===== src/rtl/asid_tlb_pkg.sv =====
package asid_tlb_pkg;

   typedef enum logic {
      REPL_RANDOM = 1'b0,
      REPL_LRU    = 1'b1
   } repl_e;

   function automatic bit is_pow2(input int v);
      return (v > 0) && ((v & (v - 1)) == 0);
   endfunction

endpackage


===== src/rtl/tlb_lfsr.sv =====
module tlb_lfsr #(
   parameter logic [15:0] SEED = 16'hACE1
) (
   input  logic        clk,
   input  logic        rst_n,
   output logic [15:0] state
);

   logic [15:0] sr_q;

   always_ff @(posedge clk or negedge rst_n) begin
      if (!rst_n) sr_q <= SEED;
      else        sr_q <= {sr_q[14:0], sr_q[15] ^ sr_q[13] ^ sr_q[12] ^ sr_q[10]};
   end

   assign state = sr_q;

endmodule


===== src/rtl/tlb_lru_ranks.sv =====
module tlb_lru_ranks #(
   parameter int WAYS = 4,
   parameter int RW   = 2
) (
   input  logic          clk,
   input  logic          rst_n,
   input  logic          touch,
   input  logic [RW-1:0] touch_way,
   output logic [RW-1:0] oldest_way
);

   // rank 0 = most recent, rank WAYS-1 = eviction candidate
   logic [RW-1:0] rank_q [WAYS];

   always_ff @(posedge clk or negedge rst_n) begin
      if (!rst_n) begin
         for (int w = 0; w < WAYS; w++) rank_q[w] <= RW'(w);
      end else if (touch) begin
         for (int w = 0; w < WAYS; w++) begin
            if (RW'(w) == touch_way)                rank_q[w] <= '0;
            else if (rank_q[w] < rank_q[touch_way]) rank_q[w] <= rank_q[w] + 1'b1;
         end
      end
   end

   always_comb begin
      oldest_way = '0;
      for (int w = 0; w < WAYS; w++)
         if (rank_q[w] == RW'(WAYS - 1)) oldest_way = RW'(w);
   end

endmodule


===== src/rtl/asid_tlb.sv =====
module asid_tlb
   import asid_tlb_pkg::*;
#(
   parameter int    VA_W      = 32,
   parameter int    PA_W      = 32,
   parameter int    PAGE_BITS = 12,
   parameter int    ENTRIES   = 16,
   parameter int    WAYS      = 4,
   parameter int    ASID_W    = 8,
   parameter repl_e REPL      = REPL_LRU
) (
   input  logic                      clk,
   input  logic                      rst_n,
   input  logic                      req_valid,
   input  logic [VA_W-1:0]           req_vaddr,
   input  logic [ASID_W-1:0]         req_asid,
   output logic                      resp_hit,
   output logic [PA_W-1:0]           resp_paddr,
   input  logic                      fill_en,
   input  logic [VA_W-PAGE_BITS-1:0] fill_vpn,
   input  logic [ASID_W-1:0]         fill_asid,
   input  logic [PA_W-PAGE_BITS-1:0] fill_ppn,
   input  logic                      flush_all
);

   localparam int VPN_W = VA_W - PAGE_BITS;
   localparam int PPN_W = PA_W - PAGE_BITS;
   localparam int SETS  = ENTRIES / WAYS;
   localparam int SET_W = (SETS > 1) ? $clog2(SETS) : 1;
   localparam int WAY_W = (WAYS > 1) ? $clog2(WAYS) : 1;

   initial begin
      assert (is_pow2(WAYS) && WAYS <= ENTRIES && (ENTRIES % WAYS) == 0)
         else $error("asid_tlb: WAYS must be a power of two dividing ENTRIES");
      assert (PAGE_BITS > 0 && PAGE_BITS < VA_W && PAGE_BITS < PA_W)
         else $error("asid_tlb: PAGE_BITS out of range");
   end

   logic              ent_v_q    [ENTRIES];
   logic [VPN_W-1:0]  ent_vpn_q  [ENTRIES];
   logic [PPN_W-1:0]  ent_ppn_q  [ENTRIES];
   logic [ASID_W-1:0] ent_asid_q [ENTRIES];

   logic [VPN_W-1:0] req_vpn;
   logic [SET_W-1:0] req_set, fill_set;
   logic [WAYS-1:0]  hit_vec;
   logic [WAY_W-1:0] hit_way, free_way, policy_way, fill_way;
   logic [PPN_W-1:0] hit_ppn;
   logic             free_found, fill_go;

   assign req_vpn  = req_vaddr[VA_W-1:PAGE_BITS];
   assign req_set  = SET_W'(req_vpn % VPN_W'(SETS));
   assign fill_set = SET_W'(fill_vpn % VPN_W'(SETS));
   assign fill_go  = fill_en && !flush_all;

   // lookup: search only the ways of the selected set
   always_comb begin
      hit_vec = '0;
      hit_way = '0;
      hit_ppn = '0;
      for (int w = 0; w < WAYS; w++) begin
         automatic int e = int'(req_set) * WAYS + w;
         if (ent_v_q[e] && ent_vpn_q[e] == req_vpn && ent_asid_q[e] == req_asid) begin
            hit_vec[w] = 1'b1;
            hit_way    = WAY_W'(w);
            hit_ppn    = ent_ppn_q[e];
         end
      end
   end

   assign resp_hit   = req_valid && (|hit_vec);
   assign resp_paddr = resp_hit ? {hit_ppn, req_vaddr[PAGE_BITS-1:0]} : '0;

   // victim: lowest invalid way, else the policy's choice
   always_comb begin
      free_found = 1'b0;
      free_way   = '0;
      for (int w = WAYS - 1; w >= 0; w--) begin
         if (!ent_v_q[int'(fill_set) * WAYS + w]) begin
            free_found = 1'b1;
            free_way   = WAY_W'(w);
         end
      end
      fill_way = free_found ? free_way : policy_way;
   end

   generate
      if (REPL == REPL_LRU) begin : g_lru
         logic [WAY_W-1:0] oldest [SETS];
         for (genvar s = 0; s < SETS; s++) begin : g_set
            logic             touch_s;
            logic [WAY_W-1:0] touch_w;
            assign touch_s = fill_go ? (fill_set == SET_W'(s))
                                     : (resp_hit && req_set == SET_W'(s));
            assign touch_w = fill_go ? fill_way : hit_way;
            tlb_lru_ranks #(.WAYS(WAYS), .RW(WAY_W)) u_ranks (
               .clk        (clk),
               .rst_n      (rst_n),
               .touch      (touch_s),
               .touch_way  (touch_w),
               .oldest_way (oldest[s])
            );
         end
         assign policy_way = oldest[fill_set];
      end else begin : g_rnd
         logic [15:0] lfsr_state;
         tlb_lfsr u_lfsr (
            .clk   (clk),
            .rst_n (rst_n),
            .state (lfsr_state)
         );
         assign policy_way = WAY_W'(lfsr_state % 16'(WAYS));
      end
   endgenerate

   always_ff @(posedge clk or negedge rst_n) begin
      if (!rst_n) begin
         for (int e = 0; e < ENTRIES; e++) ent_v_q[e] <= 1'b0;
      end else if (flush_all) begin
         for (int e = 0; e < ENTRIES; e++) ent_v_q[e] <= 1'b0;
      end else if (fill_en) begin
         ent_v_q[int'(fill_set) * WAYS + int'(fill_way)] <= 1'b1;
      end
   end

   always_ff @(posedge clk) begin
      if (fill_go) begin
         ent_vpn_q [int'(fill_set) * WAYS + int'(fill_way)] <= fill_vpn;
         ent_ppn_q [int'(fill_set) * WAYS + int'(fill_way)] <= fill_ppn;
         ent_asid_q[int'(fill_set) * WAYS + int'(fill_way)] <= fill_asid;
      end
   end

endmodule


===== config.mk =====
export PLATFORM = sky130hd
export DESIGN_NAME = asid_tlb
export DESIGN_NICKNAME = d
export VERILOG_FILES = /design/src/rtl/asid_tlb_pkg.sv /design/src/rtl/tlb_lfsr.sv /design/src/rtl/tlb_lru_ranks.sv /design/src/rtl/asid_tlb.sv
export SDC_FILE = /design/constraint.sdc
export NUM_CORES = 1
export LEC_CHECK = 0
export BUFFER_PORTS_ARGS = -buffer_cell sky130_fd_sc_hd__clkbuf_2
export CORE_ASPECT_RATIO = 2
export CORE_UTILIZATION = 35
export CTS_CLUSTER_DIAMETER = 60
export DETAILED_ROUTE_END_ITERATION = 12
export PLACE_DENSITY = 0.53
export SLEW_MARGIN = 20
export SYNTH_ARGS = -nofsm -noshare
export SYNTH_HDL_FRONTEND = slang
export SYNTH_SLANG_ARGS = --single-unit

===== constraint.sdc =====
create_clock -name clk -period 4.3 [get_ports clk]
set_input_delay 0.43 -clock clk [delete_from_list [all_inputs] [get_ports clk]]
set_output_delay 0.43 -clock clk [all_outputs]
set_load 0.01 [all_outputs]

==> impl_metrics.env <==
export IMPL_grt_setup_unrepaired="yes"
export IMPL_async_reset_ff_share_pct=5.882
export IMPL_wl_per_cell_um=28.67
export IMPL_outcome="finished, final reports clean"
export IMPL_start_util_pct=35.27
export IMPL_synth_area_leaders="edfxtp_1 (68%), mux4_2 (10%), mux2i_1 (2.5%)"
export IMPL_r2r_start="ent_vpn_q[14][1]"
export IMPL_cts_sink_count=816
export IMPL_cts_tree="built"
export IMPL_rows=161
export IMPL_dieArea_sq_um=98160
export IMPL_layout_common_cells="edfxtp_1 (768), mux4_2 (157), buf_4 (125), clkbuf_2 (122), nand2_1 (86)"
export IMPL_hold_viol=0
export IMPL_synth_ff_type="edfxtp_1"
export IMPL_synth_area_sq_um=33890
export IMPL_min_from="fill_ppn[3]"
export IMPL_critPathTopFamily="compound AO/OA/AOI/OAI gates"
export IMPL_switching_share_pct=22.96
export IMPL_first_pass_iters=7
export IMPL_final_max_slew_viol_count=0
export IMPL_syn_avg_cell_area_sq_um=18.06
export IMPL_synth_top_area_share_pct=68.04
export IMPL_hold_path_cell_count=1
export IMPL_worst_path_buf_inv=4
export IMPL_p_comb_share_pct=8.1
export IMPL_dp_hpwl_mm=63.18
export IMPL_cp_start_kind="flop"
export IMPL_path_cells="mux2i_1, o221ai_1, a21oi_2, nand3_1, a2111oi_4, buf_6, buf_4, buf_4, nand4_1, nand2_1, mux2_2, nand2_1, a21oi_1, clkbuf_2"
export IMPL_fillers=8415
export IMPL_core_sq_um=96090
export IMPL_drive_above_1_share_pct=30.05
export IMPL_fmax_mhz=242.3
export IMPL_yosysUniqueCellTypes=71
export IMPL_syn_inst=1877
export IMPL_pwr_share_clk_pct=41.5
export IMPL_fin_area_sq_um=40150
export IMPL_h_tree_depth=3
export IMPL_vias=18680
export IMPL_maxCapViolations=0
export IMPL_cp_slowest_cell="mux2i_1"
export IMPL_first_global_vias=20100
export IMPL_finalSetupTns_ns=0
export IMPL_grt_max_degree=60
export IMPL_ys_ff_latch=816
export IMPL_final_antenna_net_count=0
export IMPL_ys_seq_area_share_pct=71.65
export IMPL_placed_area_sq_um=37190
export IMPL_syn_nets=1982
export IMPL_grt_usage_pct=20.32
export IMPL_crit_path_max_incr_delay_ns=0.51
export IMPL_num_io_pins=126
export IMPL_p_int_uw=13820
export IMPL_antenna_found_initial=9
export IMPL_worst_slew_pin_slew_ns=0.9746
export IMPL_power_leakage_uw=0.01323
export IMPL_timing_critical_path_required_ns=3.87
export IMPL_grt_pass1_wl_mm=142.4
export IMPL_reg2reg_slack_ns=0.27
export IMPL_ir_drop_v=0.0002282
export IMPL_die_height_um=442.1
export IMPL_place_gp_congestion=0.8927
export IMPL_fin_crit_sh_pct=95.98
export IMPL_grt_overflow_total=0
export IMPL_die_w_um=222.0
export IMPL_max_slew_margin_rel_pct=35.03
export IMPL_path_max_fanout=12
export IMPL_drtIter0Drc=1455
export IMPL_regArea_sq_um=24280
export IMPL_areaGrowthSynthToFinish_pct=18.47
export IMPL_fin_crit_ns=4.127
export IMPL_layout_commonest_cell="edfxtp_1"
export IMPL_setup_viol_count_final=0
export IMPL_viasPerCell=5.461
export IMPL_worst_hold_path_endpoint="ent_ppn_q[1][3]"
export IMPL_insertion_delay_ns=0.68
export IMPL_drcViolationCount=0
export IMPL_power_density_nw_per_um2=446.8
export IMPL_worstReg2RegEnd="g_lru.g_set[3].u_ranks.rank_q[0]"
export IMPL_multiInputGateArea_sq_um=9209
export IMPL_clockBufferDepth=3
export IMPL_cts_root_buffer="clkbuf_16"
export IMPL_io_buffers=125
export IMPL_crit_arrival_ns=3.70
export IMPL_layout_nets=2237
export IMPL_path_clk_slew_ns=0.06
export IMPL_synth_top_area_cell="edfxtp_1"
export IMPL_wl_mm=98.06
export IMPL_fin_skew_ns=0.03315
export IMPL_hold_path_class="in -> reg"
export IMPL_reg2reg_depth=18
export IMPL_yosysWarnings=0
export IMPL_p_seq_share_pct=50.4
export IMPL_cts_made_buffers=79
export IMPL_synth_edf_count=768
export IMPL_endpoint_kind="output pin"
export IMPL_path_class="reg -> out"
export IMPL_switchingPower_uw=4118
-- routing by layer --
layer | vias to the layer above | global-route usage, % | part of all wire (%)
met1 | 9869 | 20.87 | 34
met4 | 14 | 10.86 | 5.3
met2 | 529 | 38.90 | 56
met3 | 189 | 3.160 | 3.9
met5 | - | 0 | 0.091
li1 | 8076 | - | -
-- through the flow --
step / hold slack (ns) / utilization [%] / std cells / total power (uW) / setup WS (ns)
floorplan: 0.1344 / - / 1877 / 9982 / -0.1480
CTS: 0.1490 / 41.69 / 3415 / 18110 / 0.009066
detailed placement: 0.5284 / 38.71 / 3269 / 10660 / -0.3461
finish: 0.1813 / 41.79 / 3420 / 17940 / 0.1729
global route: 0.1985 / 41.78 / 3419 / 18510 / 0.007271
global placement: 0.5072 / 38.71 / 3269 / 10620 / -0.3128
-- power groups by stage --
| stage | Sequential (uW) | Combinational, uW | Clock (uW) |
|---|---|---|---|
| 3_5_place_dp | 9210 | 1450 | 0 |
| 2_1_floorplan | 9140 | 840 | 0 |
| 6_report | 9040 | 1450 | 7450 |
| 3_3_place_gp | 9200 | 1420 | 0 |
| 4_1_cts | 9040 | 1460 | 7610 |
| 5_1_grt | 9060 | 1560 | 7890 |
-- worst max-delay path by stage --
stage / startpoint / endpoint / depth (start not counted)
final: ent_vpn_q[13][17] / resp_paddr[30] / 14
after global routing: ent_vpn_q[9][5] / resp_paddr[30] / 14
after CTS: ent_vpn_q[5][5] / resp_paddr[26] / 14
after detailed placement: req_vaddr[12] / g_lru.g_set[2].u_ranks.rank_q[2] / 14
after global placement: req_vaddr[12] / g_lru.g_set[2].u_ranks.rank_q[2] / 15
after floorplan: g_lru.g_set[3].u_ranks.rank_q[0] / ent_asid_q[11][0] / 8
-- cell usage after synthesis (5+ instances only) --
cell       count
a31oi_1        6
and2_1        21
o21ai_0       13
ha_1          12
nand3b_1      26
edfxtp_1     768
mux2_2        32
nor2b_1       21
a21oi_1       43
nand2_1       86
nor4_1         6
a222oi_1       9
a211oi_1      10
nor2_1        39
mux2i_1       85
xnor2_1       75
nand3_1       39
xor2_1        17
a2bb2oi_1      5
mux4_2       157
clkbuf_1      55
buf_4         12
o22ai_1       22
dfrtp_1       32
a22oi_1        6
o41ai_1       10
nand2b_1       6
o21ai_1        7
dfstp_2       16
a221oi_1      11
nand4_1       39
buf_2         20
o2bb2ai_1      6
buf_6          6
nor3_1        13
o31ai_1       12
inv_1         47
buf_1         16
-- timing repair --
item                       in CTS  in global routing
setup endpoints to repair      33                 43
setup buffers                   2                  3
gates resized for setup        23                 13
hold endpoints to repair       24                  0
pin swaps                       5                  3
hold buffers                    1                  0
-- state kept, by name (all words and copies together), names as in the netlist --
register	count
ent_ppn_q	320
ent_vpn_q	320
ent_asid_q	128
g_lru.g_set.u_ranks.rank_q	32
ent_v_q	16
-- logic make-up (layout without fill, tap and decap cells) --
family / Yosys count / count (layout) / synth area share [%]
buf+inv: 158 / 477 / 2.089
fa+ha+maj: 12 / 12 / 0.4430
simple gates: 307 / 307 / 4.677
flops: 816 / 816 / 71.65
compound gates: 218 / 218 / 4.759
other cells: 0 / 2 / 0
xor+xnor: 92 / 92 / 2.377
mux: 274 / 274 / 14.01
-- area by class of cell --
| cell class | instances | area share (%) |
|---|---|---|
| Sequential cell | 816 | 60.48 |
| Multi-Input combinational cell | 903 | 22.94 |
| Timing Repair Buffer | 283 | 5.435 |
| Clock buffer | 98 | 5.416 |
| Tap cell | 1222 | 3.808 |
| Clock inverter | 47 | 1.446 |
| Inverter | 49 | 0.4674 |
| Antenna cell | 2 | 0.01246 |
No activity file was read; power rests on OpenSTA's default activity.
